File: config.mk
export PLATFORM = sky130hd
export DESIGN_NAME = ft_fifo
export DESIGN_NICKNAME = d
export VERILOG_FILES = /design/src/rtl/ft_fifo_pkg.sv /design/src/rtl/ft_fifo_rst_sync.sv /design/src/rtl/ft_fifo_sync.sv /design/src/rtl/ft_fifo_store.sv /design/src/rtl/ft_fifo.sv
export SDC_FILE = /design/constraint.sdc
export NUM_CORES = 1
export LEC_CHECK = 0
export BUFFER_PORTS_ARGS = -buffer_cell sky130_fd_sc_hd__buf_2
export CELL_PAD_IN_SITES_DETAIL_PLACEMENT = 1
export CELL_PAD_IN_SITES_GLOBAL_PLACEMENT = 2
export CORE_MARGIN = 1.5
export CORE_UTILIZATION = 30
export CTS_BUF_LIST = sky130_fd_sc_hd__clkbuf_4
export DETAILED_ROUTE_END_ITERATION = 8
export PLACE_DENSITY_LB_ADDON = 0.25
export SYNTH_ARGS = -nofsm -noshare
export SYNTH_HDL_FRONTEND = slang
export SYNTH_SLANG_ARGS = --single-unit
File: constraint.sdc
create_clock -name clk -period 1.17 [get_ports clk]
set_input_delay 0.1755 -clock clk [delete_from_list [all_inputs] [get_ports clk]]
set_output_delay 0.1755 -clock clk [all_outputs]
set_load 0.01 [all_outputs]
File: src/rtl/ft_fifo_pkg.sv
package ft_fifo_pkg;

    // Reset value of the control flags.
    localparam logic IN_RDY_RST  = 1'b1;
    localparam logic OUT_RDY_RST = 1'b0;

    // Occupancy width for a given depth.
    function automatic int occ_width(input int depth);
        return $clog2(depth + 1);
    endfunction

endpackage

File: src/rtl/ft_fifo_rst_sync.sv
module ft_fifo_rst_sync #(
    parameter int STAGES = 2
) (
    input  logic clk,
    input  logic rst_n,
    output logic rst_int_n
);

    logic [STAGES-1:0] chain_d, chain_q;

    always_comb begin
        chain_d = (chain_q << 1) | STAGES'(1);
    end

    always_ff @(posedge clk or negedge rst_n) begin
        if (!rst_n) chain_q <= '0;
        else        chain_q <= chain_d;
    end

    assign rst_int_n = chain_q[STAGES-1];

endmodule

File: src/rtl/ft_fifo_sync.sv
module ft_fifo_sync #(
    parameter int STAGES = 2
) (
    input  logic clk,
    input  logic rst_int_n,
    input  logic raw,
    output logic level
);

    logic [STAGES-1:0] chain_d, chain_q;

    always_comb begin
        chain_d = (chain_q << 1) | STAGES'(raw);
    end

    always_ff @(posedge clk or negedge rst_int_n) begin
        if (!rst_int_n) chain_q <= '0;
        else            chain_q <= chain_d;
    end

    assign level = chain_q[STAGES-1];

endmodule

File: src/rtl/ft_fifo_store.sv
module ft_fifo_store #(
    parameter int WIDTH = 4,
    parameter int DEPTH = 64,
    localparam int AW = (DEPTH > 1) ? $clog2(DEPTH) : 1,
    localparam int CW = ft_fifo_pkg::occ_width(DEPTH)
) (
    input  logic             clk,
    input  logic             rst_int_n,
    input  logic             push,
    input  logic             pop,
    input  logic [WIDTH-1:0] wdata,
    output logic [WIDTH-1:0] rdata,
    output logic [CW-1:0]    count
);

    typedef struct packed {
        logic [AW-1:0] wp;
        logic [AW-1:0] rp;
        logic [CW-1:0] cnt;
    } store_t;

    store_t st_d, st_q;
    logic [WIDTH-1:0] mem [DEPTH];

    always_comb begin
        st_d = st_q;
        if (push) st_d.wp = (st_q.wp == AW'(DEPTH - 1)) ? '0 : st_q.wp + AW'(1);
        if (pop)  st_d.rp = (st_q.rp == AW'(DEPTH - 1)) ? '0 : st_q.rp + AW'(1);
        st_d.cnt = st_q.cnt + CW'(push) - CW'(pop);
    end

    always_ff @(posedge clk or negedge rst_int_n) begin
        if (!rst_int_n) st_q <= '0;
        else            st_q <= st_d;
    end

    always_ff @(posedge clk) begin
        if (push) mem[st_q.wp] <= wdata;
    end

    assign rdata = mem[st_q.rp];
    assign count = st_q.cnt;

    // the control never moves a word out of an empty array
    p_no_underflow_r1: assert property (@(posedge clk) disable iff (!rst_int_n)
        pop |-> (st_q.cnt != '0));

    // the control never writes into a full array
    p_no_overflow_r6: assert property (@(posedge clk) disable iff (!rst_int_n)
        (push && !pop) |-> (st_q.cnt != CW'(DEPTH)));

endmodule

File: src/rtl/ft_fifo.sv
module ft_fifo #(
    parameter int WIDTH       = 4,
    parameter int DEPTH       = 64,
    parameter int SYNC_STAGES = 2
) (
    input  logic             clk,
    input  logic             rst_n,
    input  logic             wr_stb,
    input  logic             rd_stb,
    input  logic [WIDTH-1:0] din,
    output logic [WIDTH-1:0] dout,
    output logic             in_rdy,
    output logic             out_rdy
);

    import ft_fifo_pkg::*;

    localparam int CW   = occ_width(DEPTH);
    localparam int NSTB = 2;

    typedef struct packed {
        logic [WIDTH-1:0] dout;
        logic             held;
        logic             taken;
        logic             rd_prev;
        logic             in_rdy;
        logic             out_rdy;
    } ctl_t;

    ctl_t ctl_d, ctl_q;

    logic              rst_int_n;
    logic [NSTB-1:0]   raw_stb;
    logic [NSTB-1:0]   lvl_stb;
    logic              wr_lvl, rd_lvl;
    logic [WIDTH-1:0]  rdata;
    logic [CW-1:0]     count;
    logic [CW-1:0]     total, total_n;
    logic              full, rd_fall;
    logic              wr_go, rd_go, ft_go, pass_pulse;

    ft_fifo_rst_sync #(.STAGES(SYNC_STAGES)) i_rst_sync (
        .clk       (clk),
        .rst_n     (rst_n),
        .rst_int_n (rst_int_n)
    );

    assign raw_stb = {rd_stb, wr_stb};

    for (genvar g = 0; g < NSTB; g++) begin : g_stb
        ft_fifo_sync #(.STAGES(SYNC_STAGES)) i_sync (
            .clk       (clk),
            .rst_int_n (rst_int_n),
            .raw       (raw_stb[g]),
            .level     (lvl_stb[g])
        );
    end

    assign wr_lvl = lvl_stb[0];
    assign rd_lvl = lvl_stb[1];

    ft_fifo_store #(.WIDTH(WIDTH), .DEPTH(DEPTH)) i_store (
        .clk       (clk),
        .rst_int_n (rst_int_n),
        .push      (wr_go),
        .pop       (ft_go),
        .wdata     (din),
        .rdata     (rdata),
        .count     (count)
    );

    always_comb begin
        ctl_d   = ctl_q;
        total   = count + CW'(ctl_q.held);
        full    = (total == CW'(DEPTH));
        rd_fall = !rd_lvl && ctl_q.rd_prev;

        // one capture per write-strobe high period, only with a free slot
        wr_go = wr_lvl && !ctl_q.taken && !full;
        // removal of the presented word
        rd_go = rd_fall && ctl_q.held;
        // head moves to the output stage; a word still held by the strobe waits
        ft_go = !ctl_q.held && (count != '0)
                && !(wr_lvl && ctl_q.taken && (count == CW'(1)));
        // read strobe already high: the word is shown for one cycle and taken
        pass_pulse = ft_go && rd_lvl;

        if (ft_go) begin
            ctl_d.dout = rdata;
            ctl_d.held = !rd_lvl;
        end else if (rd_go) begin
            ctl_d.held = 1'b0;
        end

        ctl_d.taken   = wr_lvl && (ctl_q.taken || wr_go);
        ctl_d.rd_prev = rd_lvl;

        total_n = total + CW'(wr_go) - CW'(rd_go) - CW'(pass_pulse);

        ctl_d.in_rdy  = (total_n != CW'(DEPTH)) && !ctl_d.taken;
        ctl_d.out_rdy = (ctl_d.held && !rd_lvl) || pass_pulse;
    end

    always_ff @(posedge clk or negedge rst_int_n) begin
        if (!rst_int_n) begin
            ctl_q         <= '0;
            ctl_q.in_rdy  <= IN_RDY_RST;
            ctl_q.out_rdy <= OUT_RDY_RST;
        end else begin
            ctl_q <= ctl_d;
        end
    end

    assign dout    = ctl_q.dout;
    assign in_rdy  = ctl_q.in_rdy;
    assign out_rdy = ctl_q.out_rdy;

    // occupancy of array plus output stage never exceeds the depth
    p_occupancy_r1: assert property (@(posedge clk) disable iff (!rst_int_n)
        (count + CW'(ctl_q.held)) <= CW'(DEPTH));

    // after a capture, input-ready stays low while the strobe is high
    p_ir_low_after_capture_r2: assert property (@(posedge clk) disable iff (!rst_int_n)
        ctl_q.taken |-> !in_rdy);

    // output-ready after a high read strobe is only the pass-through pulse
    p_or_low_rd_high_r4: assert property (@(posedge clk) disable iff (!rst_int_n)
        ($past(rd_lvl) && out_rdy) |-> !ctl_q.held);

    // with nothing stored and nothing presented, the outputs keep their word
    p_dout_kept_empty_r5: assert property (@(posedge clk) disable iff (!rst_int_n)
        ((count == '0) && !ctl_q.held) |=> $stable(dout));

    // a full buffer never reports input-ready
    p_full_no_ir_r6: assert property (@(posedge clk) disable iff (!rst_int_n)
        ((count + CW'(ctl_q.held)) == CW'(DEPTH)) |-> !in_rdy);

    // the pass-through output-ready pulse lasts one cycle
    p_pass_pulse_one_r7: assert property (@(posedge clk) disable iff (!rst_int_n)
        (out_rdy && !ctl_q.held) |=> !out_rdy);

endmodule

---- Yosys cells after proc, flatten, opt, wreduce, memory -nomap -nowiden ----
Memory sizes are Yosys's and may differ from the RTL's. A register that Yosys moved wholly into a read port is not among the register bits.
Cells that the tools add are included.
word-level totals
  RAM bits ................................ 256
  register bits ........................... 30
  bits in latches ......................... 0
  output and inout port bits .............. 6
  memories kept ........................... 1
  bits in read-only memories .............. 0
operators by class
  bitwise logic cells ..................... 2
  add/subtract/negate cells ............... 8
  shift operators ......................... 0
  $lt $le $gt $ge ......................... 0
  eq/ne operators ......................... 5
  mux-type cells .......................... 6
  divide/modulo/power cells ............... 0
  reductions and logical operators ........ 22
  $mul .................................... 0
memory list
  memory       depth  width  rd ports  clocked after memory_dff  wr ports  RTL line             source
  i_store.mem  64     4      1         1                         1         ft_fifo_store.sv:23  logic [WIDTH-1:0] mem [DEPTH];
operator list
  cell                 count
  $add 7x1->7          3
  $sub 7x1->7          3
  $add 6x1->6 const B  2
  $eq 6x6->1 const B   2
  $logic_and 1x1->1    12
  $mux 6               2
  $eq 7x1->1 const B   1
  $eq 7x7->1 const B   1
  $logic_not 1->1      7
  $ne 7x7->1 const B   1
  $reduce_bool 7->1    1
  $mux 1               4
  $or 2x1->2           2
  $logic_or 1x1->1     2

---- Depth between registers and ports, before layout ----
Gate-level depths: netlist of the first run.
  depth after elaboration ................. 9
  gate-level depth with buffers ........... 18
  gate-level depth less buffers ........... 18

---- Hierarchy ----
A second synthesis of the first run with hierarchy kept.
unflattened totals
  cell total of the unflattened synthesis .. 751
  area, all modules ....................... 12383.1 um2
modules (own cells, without submodules)
  module            instances  cells an instance  area an instance (um2)
  ft_fifo_store     1          659                11364.6
  ft_fifo           1          85                 864.6
  ft_fifo_sync      2          2                  50.0
  ft_fifo_rst_sync  1          3                  53.8

---- Worst setup path after synthesis of the first run ----
No wires, ideal clock.
  kind .................................... flip-flop to flip-flop
  start ................................... reg ctl_q[4] (netlist bit)
  end ..................................... reg i_store.st_q, in the netlist i_store.count[6]
  stages on the path, launching flop included .. 18
  required time ........................... 1045 ps
  arrival ................................. 3286 ps
  clock period less this slack ............ 3411 ps
  path buffers ............................ 0
  setup slack ............................. -2241 ps
  cell sequence ........................... dfrtp_1 ha_1 ha_1 xnor2_1 ha_1 nand4_1 o21ai_1 ha_1 inv_1 ha_1 inv_1 fa_1 nand2b_1 a21oi_1 o21ai_1 a21oi_1 nor2_1 xnor2_1
RTL lines
  element                 RTL line             source
  start, declared         ft_fifo.sv:30        ctl_t ctl_d, ctl_q;
  start signal, assigned  ft_fifo.sv:110       ctl_q <= ctl_d;
  end signal, assigned    ft_fifo_store.sv:34  else st_q <= st_d;
  end, declared           ft_fifo_store.sv:22  store_t st_d, st_q;

==> results of run 1 <==
power by group:
part | total, mW | internal, mW | switching (mW)
registers | 12.6 | 11.9 | 0.714
clock network | 9.49 | 5.12 | 4.36
logic | 17.4 | 9.06 | 8.34
layout make-up:
cell class	count	area, um^2
Inverter	23	91.3
Clock inverter	20	141
Multi-Input combinational cell	355	4480
Timing Repair Buffer	174	1790
Tap cell	525	657
Fill cell	3955	23400
Antenna cell	1	2.50
Clock buffer	120	901
Sequential cell	290	8550
worst register-to-register path, delay by kind of cell, from the launching register on:
family,cells,cell delay [ns]
AOI/OAI and AO/OA,4,0.56
DFF,1,0.41
buffers and inverters,2,0.08
and+or+nand+nor,4,0.41
xor gates and xnor gates,2,0.24
adders and majority gates,6,1.25
per-stage QoR:
stage	power [mW]	worst slack (ns)	hold WS [ns]	cell area [um^2]	utilization, %
floorplan	21.2	-1.93	-0.120	12600	-
global placement	25.9	-1.94	-0.0376	14100	35.3
detailed placement	26.1	-2.00	-0.0367	14100	35.3
CTS	38.4	-1.91	0.0424	16000	40.1
global route	41.8	-2.07	0.0974	16600	41.5
finish	39.5	-1.86	0.118	16600	41.5
state kept, by name, indices dropped and copies added, names as in the netlist:
signal	count
i_store.count	7
i_rst_sync.chain_q	2
out_rdy	1
i_store.st_q	12
i_store.mem	256
in_rdy	1
g_stb.i_sync.chain_q	4
dout	4
ctl_q	3
path summary, 6_finish.rpt:
kind                                                   endpoint  depth (start not counted)  slack [ns]
min                        g_stb[0].i_sync.chain_q[0]$_DFF_PN0_                          2        0.12
max reg2reg                          i_store.count[6]$_DFF_PN0_                         18       -1.86
min reg2reg                         i_store.st_q[7]$_DFFE_PN0P_                          1        0.17
max in group asynchronous                      in_rdy$_DFF_PN1_                          1        0.71
max                                  i_store.count[6]$_DFF_PN0_                         18       -1.86
min in group asynchronous           i_store.st_q[7]$_DFFE_PN0P_                          1        0.17
metal layers:
metal  global-route usage [%]  vias up  part of all wire, %
li1                         -     3262                    -
met1                     21.2     3757                   44
met2                     26.6      136                   49
met3                     3.14       57                  3.9
met4                     5.37        0                  2.3
met5                        0        -                    0
kinds of logic (layout without fill, tap and decap cells):
group / Yosys count / in the layout / share of synthesized area (%)
AO/OA/AOI/OAI: 68 / 68 / 4.01
XOR/XNOR: 21 / 21 / 1.50
adder cells (fa/ha/maj): 29 / 29 / 3.14
buffers and inverters: 63 / 337 / 2.84
flip-flops: 290 / 290 / 69.6
multiplexers: 77 / 77 / 12.8
other: 1 / 2 / 0.0306
AND/OR/NAND/NOR: 159 / 159 / 6.13
synth_stat cells, drive strengths merged (2+ instances only):
library cell	instances	share of area [%]
a2111oi	5	0.38
a211oi	5	0.31
a21o	2	0.12
a21oi	11	0.45
a22o	2	0.14
a22oi	7	0.43
a41oi	3	0.28
and2	3	0.15
and3	4	0.20
buf	27	1.7
clkbuf	13	0.40
dfrtp	33	6.7
edfxtp	256	63
fa	3	0.49
ha	26	2.7
inv	23	0.70
mux2	2	0.18
mux2i	14	1.1
mux4	61	11
nand2	28	0.86
nand2b	3	0.15
nand3	9	0.37
nand3b	7	0.43
nand4	6	0.31
nor2	75	2.3
nor2b	11	0.56
nor4	3	0.15
nor4b	3	0.21
o21ai	15	0.61
o21bai	4	0.24
o31ai	4	0.24
o32a	4	0.33
o32ai	2	0.14
or3	2	0.10
or3b	2	0.14
xnor2	15	1.1
xor2	6	0.43
what timing repair did:
item                                    in CTS  in global routing
hold endpoints to repair                   260                  0
endpoints found under the setup margin     289                289
pin swaps                                   27                 47
hold buffers                                 8                  0
resized for setup                          111                101
setup buffers                               25                 22
cloned                                       2                  0
==> run summary, run 1 <==
Ys async rst share = 11.7%
Total number of vias = 7212
Flops & latches, synth = 290
Worst path arrival time = 3.64 ns
Relative slew slack = 63.2%
Crit path top cell by count = ha_4
Failing checks = setup timing
Final non-filler cell total = 1508
Clock transition at the registers of the reported paths = 0.07 ns
Worst Path Required = 1.78 ns
Final setup fails = 289
RR Startpoint = i_store.count[0]$_DFF_PN0_
Routability Congestion = 0.763
Grt total ovfl = 0
Crit-path max FO = 3
Row cnt = 73
Layout cells sized above 1 = 52.2%
Chip height = 205 um
IO Count = 14
Syn Area/Cell = 17.3 um^2
Worst-Skew Late Latency = 0.77 ns
Commonest non-fill, non-tap cell in the layout = edfxtp_1
Worst slew pin tran = 0.550 ns
Synth unique cells = 55
GRT Overall Usage = 16.1%
Clock Tree Buf Depth = 3
Initial DRC Count = 380
Antenna Nets Post-Route = 0
CP Class = reg2reg
Static leakage = 5.67 nW
DRC violations left = 0
Final Hold Viols = 0
Nets@finish = 961
PD cells = 2380 nW/um^2
Crit. End Element = flip-flop
Worst path cell trace = ha_4 -> ha_4 -> nand2_4 -> xnor2_4 -> ha_2 -> nand4_1 -> o21ai_2 -> ha_4 -> inv_2 -> ha_4 -> inv_2 -> fa_2 -> nand2b_4 -> a21oi_4 -> o21ai_1 -> a21oi_1 -> nor2_1 -> xnor2_1
Post-synthesis sequential area ratio = 69.6%
Initial antenna violation count = 1
Final setup margin = -1.86 ns
Critical path launch point = i_store.count[0]$_DFF_PN0_
Wire length per cell = 21.4 um
Die W = 205 um
Class of the worst hold path = in2reg
Inst Count DP = 1323
Max IR drop VDD = 0.910 mV
Post-DP HPWL = 20000 um
Startpoint Class = flip-flop
CTS tree = built
CP max stage cell = dfrtp_1
Synth Cell Area = 12300 um^2
Root buffer cell = clkbuf_4
Core area = 40000 um^2
Most used DFF post-synth = edfxtp_1
Min Tclk post-route = 3.03 ns
DR pass1 iterations = 4
Fmax = 0.330 GHz
WL final = 32300 um
Most frequent cells in the layout = edfxtp_1, clkbuf_4, buf_4, nor2_4, mux4_2
Via density = 4.78
Vias in the first global route = 8054
Setup TNS = -413.24 ns
Num CTS Buffers = 80
H-tree levels = 3
CP top delay family = adder cells
Yosys warns = 0
Syn nets = 745
Max Cap Viol = 0
RSZ-0062 raised after global routing = yes
Effective utilization at floorplan = 30.7%
Worst path bufs/invs = 2
Area Overhead vs Synth = 35.4%
EDFF count, synth = 256
Pin count of the biggest net entering global routing = 65
PortBufs = 13
Num Clock Sinks = 290
Period utilisation layout = 259%
Worst path max stage delay = 0.41 ns
Synth Instances = 708
Min-delay src = wr_stb
Worst Clk Skew = 0.0816 ns
First-pass GRT wire length = 49700 um
Die area = 42100 um^2
Status = complete, but fails checks
Fin. max-slew vios = 0
(Power assumes the default switching activity.)
==> run 2: changes to the inputs <==
Settings changed: CORE_ASPECT_RATIO from default to 1.75.
==> run summary, run 2 (synthesized netlist as in run 1, its figures left out) <==
Num CTS Buffers = 66 (-18%)
Chip height = 271 um (+32%)
Crit. End Element = flip-flop
DR pass1 iterations = 6 (+2)
First-pass GRT wire length = 49300 um (-0.80%)
Pin count of the biggest net entering global routing = 65 (unchanged)
Worst-Skew Late Latency = 0.74 ns (-0.03 ns)
Worst path arrival time = 3.80 ns (+0.16 ns)
Root buffer cell = clkbuf_4
IO Count = 14 (unchanged)
Initial DRC Count = 259 (-32%)
Inst Count DP = 1371 (+3.6%)
RSZ-0062 raised after global routing = yes
H-tree levels = 3 (unchanged)
Crit-path max FO = 3 (unchanged)
Max IR drop VDD = 0.720 mV (-21%)
Worst Clk Skew = 0.0347 ns (-0.0469 ns)
Hold endpoint = g_stb[0].i_sync.chain_q[0]$_DFF_PN0_
Wire length per cell = 21.7 um (+1.3%)
Commonest non-fill, non-tap cell in the layout = edfxtp_1
Worst Path Required = 1.78 ns (about the same)
Status = complete, but fails checks
Die W = 156 um (-24%)
CP top delay family = adder cells
Area Overhead vs Synth = 36.5%
Worst path bufs/invs = 2 (unchanged)
Initial antenna violation count = 2 (+1)
Period utilisation layout = 273% (+13 points)
GRT Overall Usage = 16.0% (-0.082 points)
Core area = 40200 um^2 (+0.42%)
Final Hold Viols = 0 (unchanged)
Via density = 4.71 (-1.6%)
GR Util met3 = 2.67% (-0.46 points)
RR Startpoint = ctl_q[4]$_DFF_PN0_
Worst slew pin tran = 0.528 ns (-0.0221 ns)
Final setup margin = -2.02 ns (-0.156 ns)
DRC violations left = 0 (unchanged)
Hold slack final = 0.105 ns (-0.0132 ns)
Worst path cell trace = ha_4 -> ha_4 -> nand2_4 -> xnor2_4 -> ha_2 -> nand4_1 -> o21ai_2 -> ha_4 -> inv_4 -> ha_4 -> inv_2 -> fa_2 -> nand2b_4 -> a21oi_4 -> o21ai_2 -> a21oi_2 -> nor2_1 -> xnor2_1
Most frequent cells in the layout = edfxtp_1, buf_4, clkbuf_4, nor2_4, mux4_2
Class of the worst hold path = in2reg
Min Tclk post-route = 3.19 ns (+0.156 ns)
Clock Tree Buf Depth = 3 (unchanged)
CTS tree = built
Num Clock Sinks = 290 (unchanged)
Nets@finish = 979 (+1.9%)
Failing checks = setup timing
Relative slew slack = 64.8% (+1.6 points)
Die area = 42200 um^2 (+0.12%)
PortBufs = 13 (unchanged)
Row cnt = 97 (+33%)
FILL cells = 3950 (-0.13%)
Antenna Nets Post-Route = 0 (unchanged)
Met2 GRT Util = 31.9% (+5.3 points)
Grt total ovfl = 0 (unchanged)
Clock transition at the registers of the reported paths = 0.07 ns (about the same)
Final setup fails = 289 (unchanged)
Worst reg-to-reg path cell count = 18 (unchanged)
CP Class = reg2reg
Reg2Reg Capture Point = i_store.count[6]$_DFF_PN0_
Most flop-heavy register = i_store.mem
CP max stage cell = dfrtp_1
Grt met1 use = 16.1% (-5.1 points)
Effective utilization at floorplan = 30.5% (-0.13 points)
Total number of vias = 7216 (+0.055%)
Fin. max-slew vios = 0 (unchanged)
Routability Congestion = 0.775 (+1.5%)
PD cells = 2350 nW/um^2 (-0.99%)
WL final = 33300 um (+3.0%)
Max Cap Viol = 0 (unchanged)
Hold Crit Depth = 2 (unchanged)
Post-DP HPWL = 22300 um (+11%)
Largest register FFs = 256 (unchanged)
Flop2flop setup slack = -2.02 ns (-0.16 ns)
Worst path max stage delay = 0.42 ns (about the same)
Static leakage = 5.72 nW (+0.80%)
GRT busiest layer = met2
Fmax = 0.313 GHz (-4.9%)
Startpoint Class = flip-flop
Layout cells sized above 1 = 53.2% (+1.0 points)
Crit path top cell by count = ha_4
Vias in the first global route = 8263 (+2.6%)
Final non-filler cell total = 1533 (+1.7%)
Min-delay src = wr_stb
==> run 2: changes by cell type in the layout (fill, tap and decap cells not counted), moves of 3 or more <==
cell      previous run  this run
buf_8                6         2
buf_6               22        31
clkbuf_4           120        88
o21ai_2              3         6
buf_4               98       127
clkinv_2             0         4
mux2i_1              9        12
==> run 2: worst max path at each step <==
stage                                     startpoint                    endpoint  slack (ns)  cells after the start
after detailed placement  i_store.count[0]$_DFF_PN0_  i_store.count[6]$_DFF_PN0_       -2.01                     18
after floorplan                   ctl_q[4]$_DFF_PN0_  i_store.count[6]$_DFF_PN0_       -1.93                     18
final                             ctl_q[4]$_DFF_PN0_  i_store.count[6]$_DFF_PN0_       -2.02                     18
after global routing              ctl_q[4]$_DFF_PN0_  i_store.count[6]$_DFF_PN0_       -2.21                     18
after CTS                 i_store.count[0]$_DFF_PN0_  i_store.count[6]$_DFF_PN0_       -1.95                     18
after global placement    i_store.count[0]$_DFF_PN0_  i_store.count[6]$_DFF_PN0_       -1.95                     18
==> run 2: layout make-up <==
| type | instances | area, um^2 | area share [%] |
|---|---|---|---|
| Clock inverter | 24 | 178 | 1.06 |
| Timing Repair Buffer | 206 | 2030 | 12.1 |
| Tap cell | 544 | 681 | 4.06 |
| Inverter | 23 | 93.8 | 0.560 |
| Sequential cell | 290 | 8550 | 51.0 |
| Antenna cell | 3 | 7.51 | 0.0448 |
| Multi-Input combinational cell | 355 | 4550 | 27.1 |
| Clock buffer | 88 | 661 | 3.94 |
==> run 2: routing by layer <==
layer  share of wire (%)  vias to the layer above
met5                   0                        -
met4                 3.5                        0
met3                 2.5                       61
met2                  59                      112
met1                  35                     3775
li1                    -                     3268
==> run 2: stage by stage <==
step	setup TNS, ns	utilization (%)	setup slack (ns)	power [mW]	cell area, um^2
floorplan	-347.25	-	-1.93	21.2	12600
global placement	-383.73	35.9	-1.95	26.7	14400
detailed placement	-406.22	35.9	-2.01	27.1	14400
CTS	-418.80	39.6	-1.95	36.8	15900
global route	-459.81	41.7	-2.21	41.5	16700
finish	-429.16	41.7	-2.02	39.4	16800
==> run 2: timing repair <==
| item | CTS | global route |
|---|---|---|
| setup endpoints to repair | 289 | 289 |
| gates cloned | 0 | 2 |
| resized for setup | 90 | 138 |
| hold buffers | 8 | 0 |
| setup buffers | 19 | 41 |
| pin swaps | 19 | 68 |
| hold endpoints to repair | 215 | 0 |
==> run 2: report_power, final <==
part           total [mW]  internal (mW)  leakage [nW]  switching (mW)
sequential           12.6           11.9          2.70           0.709
combinational        18.7           9.89          2.52            8.79
clock                8.15           4.18         0.494            3.97
total                39.4           25.9          5.72            13.5
==> run 3: changes to the inputs <==
Settings changed: MAX_ROUTING_LAYER from default to met4.
Clock period 1.17 ns to 3.45 ns, I/O delays scaled along.
==> run summary, run 3 (synthesized netlist as in run 1, its figures left out) <==
Status = complete, no violations
Fin. max-slew vios = 0 (unchanged)
Clk pwr share = 26.8% (+6.1 points)
Class of the worst hold path = in2async
Total number of vias = 6756 (-6.4%)
Core area = 40200 um^2 (unchanged)
Final setup fails = 0 (-100%)
Most frequent cells in the layout = edfxtp_1, clkbuf_4, buf_4, nor2_1, mux4_2
Grt total ovfl = 0 (unchanged)
Static leakage = 4.97 nW (-13%)
Min Tclk post-route = 3.25 ns (+0.0564 ns)
PortBufs = 13 (unchanged)
Post-DP HPWL = 21600 um (-3.1%)
Switching power share of the total = 33.5% (-0.70 points)
H-tree levels = 3 (unchanged)
Crit-path max FO = 2 (-1)
FILL cells = 4077 (+3.2%)
Chip height = 271 um (unchanged)
Fmax = 0.308 GHz (-1.7%)
Antenna Nets Post-Route = 0 (unchanged)
Clock transition at the registers of the reported paths = 0.07 ns (about the same)
WL final = 31500 um (-5.3%)
CTS tree = built
Area Overhead vs Synth = 17.7%
Worst Clk Skew = 0.0383 ns (+0.00367 ns)
Worst path arrival time = 3.85 ns (+0.05 ns)
Max IR drop VDD = 0.311 mV (-57%)
Pre-CTS WS = -0.0409 ns (+1.97 ns)
Die area = 42200 um^2 (unchanged)
Period utilisation layout = 94.1% (-180 points)
Commonest non-fill, non-tap cell in the layout = edfxtp_1
Startpoint Class = flip-flop
Hold slack final = 0.144 ns (+0.0390 ns)
Pin count of the biggest net entering global routing = 50 (-23%)
DR pass1 iterations = 4 (-2)
CP max stage cell = dfrtp_1
Root buffer cell = clkbuf_4
Most flop-heavy register = i_store.mem
Via density = 4.73 (+0.58%)
Worst path max stage delay = 0.40 ns (-0.02 ns)
Layout cells sized above 1 = 32.7% (-21 points)
Effective utilization at floorplan = 30.5% (unchanged)
PD cells = 772 nW/um^2 (-67%)
Final setup margin = 0.203 ns (+2.22 ns)
Vias in the first global route = 7792 (-5.7%)
Num CTS Buffers = 69 (+4.5%)
IO Count = 14 (unchanged)
GRT Overall Usage = 16.1% (+0.065 points)
Wire length per cell = 22.1 um (+1.7%)
Nets@finish = 873 (-11%)
Crit. End Element = flip-flop
Worst path cell trace = ha_4 -> buf_4 -> nand3_1 -> xnor2_2 -> ha_2 -> nand4_1 -> o21ai_2 -> ha_1 -> inv_1 -> ha_2 -> inv_1 -> fa_2 -> nand2b_1 -> a21oi_2 -> o21ai_1 -> a21oi_1 -> nor2_1 -> xnor2_1
Relative slew slack = 33.5% (-31 points)
Clock Tree Buf Depth = 3 (unchanged)
CP Class = reg2reg
Max Cap Viol = 0 (unchanged)
Routability Congestion = 0.731 (-5.7%)
Largest register FFs = 256 (unchanged)
Sequential Power Share = 39.7% (+7.8 points)
Final Hold Viols = 0 (unchanged)
Die W = 156 um (unchanged)
Initial DRC Count = 353 (+36%)
Switching Power = 3.73 mW (-72%)
Worst slew pin tran = 0.998 ns (+0.469 ns)
Worst-Skew Late Latency = 0.72 ns (-0.02 ns)
Pint = 7.41 mW (-71%)
Worst Path Required = 4.05 ns (+2.27 ns)
Row cnt = 97 (unchanged)
Initial antenna violation count = 1 (-1)
Num Clock Sinks = 290 (unchanged)
Combinational share of power = 33.5% (-14 points)
First-pass GRT wire length = 47800 um (-3.0%)
DRC violations left = 0 (unchanged)
[run 3: layer usage]
metal	vias to the layer above	wire length (um)	GRT usage (%)
li1	3059	-	-
met1	3474	11300	15.8
met2	136	17800	29.6
met3	87	1080	3.06
met4	0	1270	8.05
met5	-	0	-
[run 3: layout make-up]
type	instances	area (um^2)	share of cell area [%]
multi-input cells	355	3470	24.0
repair buffers	97	728	5.04
clock inverters	19	188	1.30
inverters	23	86.3	0.598
clock buffers	98	736	5.10
flip-flops and latches	290	8550	59.2
diodes	1	2.50	0.0173
well taps	544	681	4.71
[run 3: stage by stage]
| step | setup TNS (ns) | std cells | power, mW | area, um^2 | util [%] |
|---|---|---|---|---|---|
| detailed placement | -0.0409 | 1304 | 8.18 | 13400 | 33.3 |
| floorplan | 0 | 708 | 6.93 | 12300 | - |
| global placement | 0 | 1304 | 8.08 | 13400 | 33.3 |
| CTS | 0 | 1424 | 11.2 | 14300 | 35.7 |
| global route | -0.0641 | 1427 | 11.8 | 14400 | 35.9 |
| finish | 0 | 1427 | 11.1 | 14400 | 35.9 |
[run 3: power groups by stage]
| stage | registers, mW | clock network [mW] | logic (mW) |
|---|---|---|---|
| after floorplan | 4.19 | 0 | 2.74 |
| after global placement | 4.49 | 0 | 3.59 |
| after detailed placement | 4.50 | 0 | 3.68 |
| after CTS | 4.42 | 3.11 | 3.71 |
| after global routing | 4.47 | 3.22 | 4.09 |
| final | 4.42 | 2.98 | 3.73 |
[run 3: critical path, delay by kind of cell (launching register included)]
family / cells / cell delay [ns]
AO/OA/AOI/OAI: 4 / 0.56
XOR/XNOR: 2 / 0.35
adder cells (fa/ha/maj): 5 / 1.14
buffers and inverters: 3 / 0.22
flip-flops: 1 / 0.40
AND/OR/NAND/NOR: 4 / 0.47
[run 3: what timing repair did]
action / in CTS / in global routing
endpoints found under the setup margin: 1 / 2
pin swaps: 0 / 5
hold endpoints to repair: 4 / 0
setup buffers: 0 / 2
hold buffers: 3 / 0
resized for setup: 2 / 19
[run 3: path summary, 6_finish.rpt]
path / endpoint / slack [ns] / startpoint / cells past startpoint
max: i_store.count[6]$_DFF_PN0_ / 0.20 / i_store.count[0]$_DFF_PN0_ / 18
min: i_rst_sync.chain_q[1]$_DFF_PN0_ / 0.14 / rst_n / 2
max reg2reg: i_store.count[6]$_DFF_PN0_ / 0.20 / i_store.count[0]$_DFF_PN0_ / 18
min reg2reg: i_store.count[3]$_DFF_PN0_ / 0.32 / i_rst_sync.chain_q[1]$_DFF_PN0_ / 0
max in group asynchronous: in_rdy$_DFF_PN1_ / 2.35 / i_rst_sync.chain_q[1]$_DFF_PN0_ / 1
min in group clk: i_rst_sync.chain_q[1]$_DFF_PN0_ / 0.37 / i_rst_sync.chain_q[0]$_DFF_PN0_ / 0
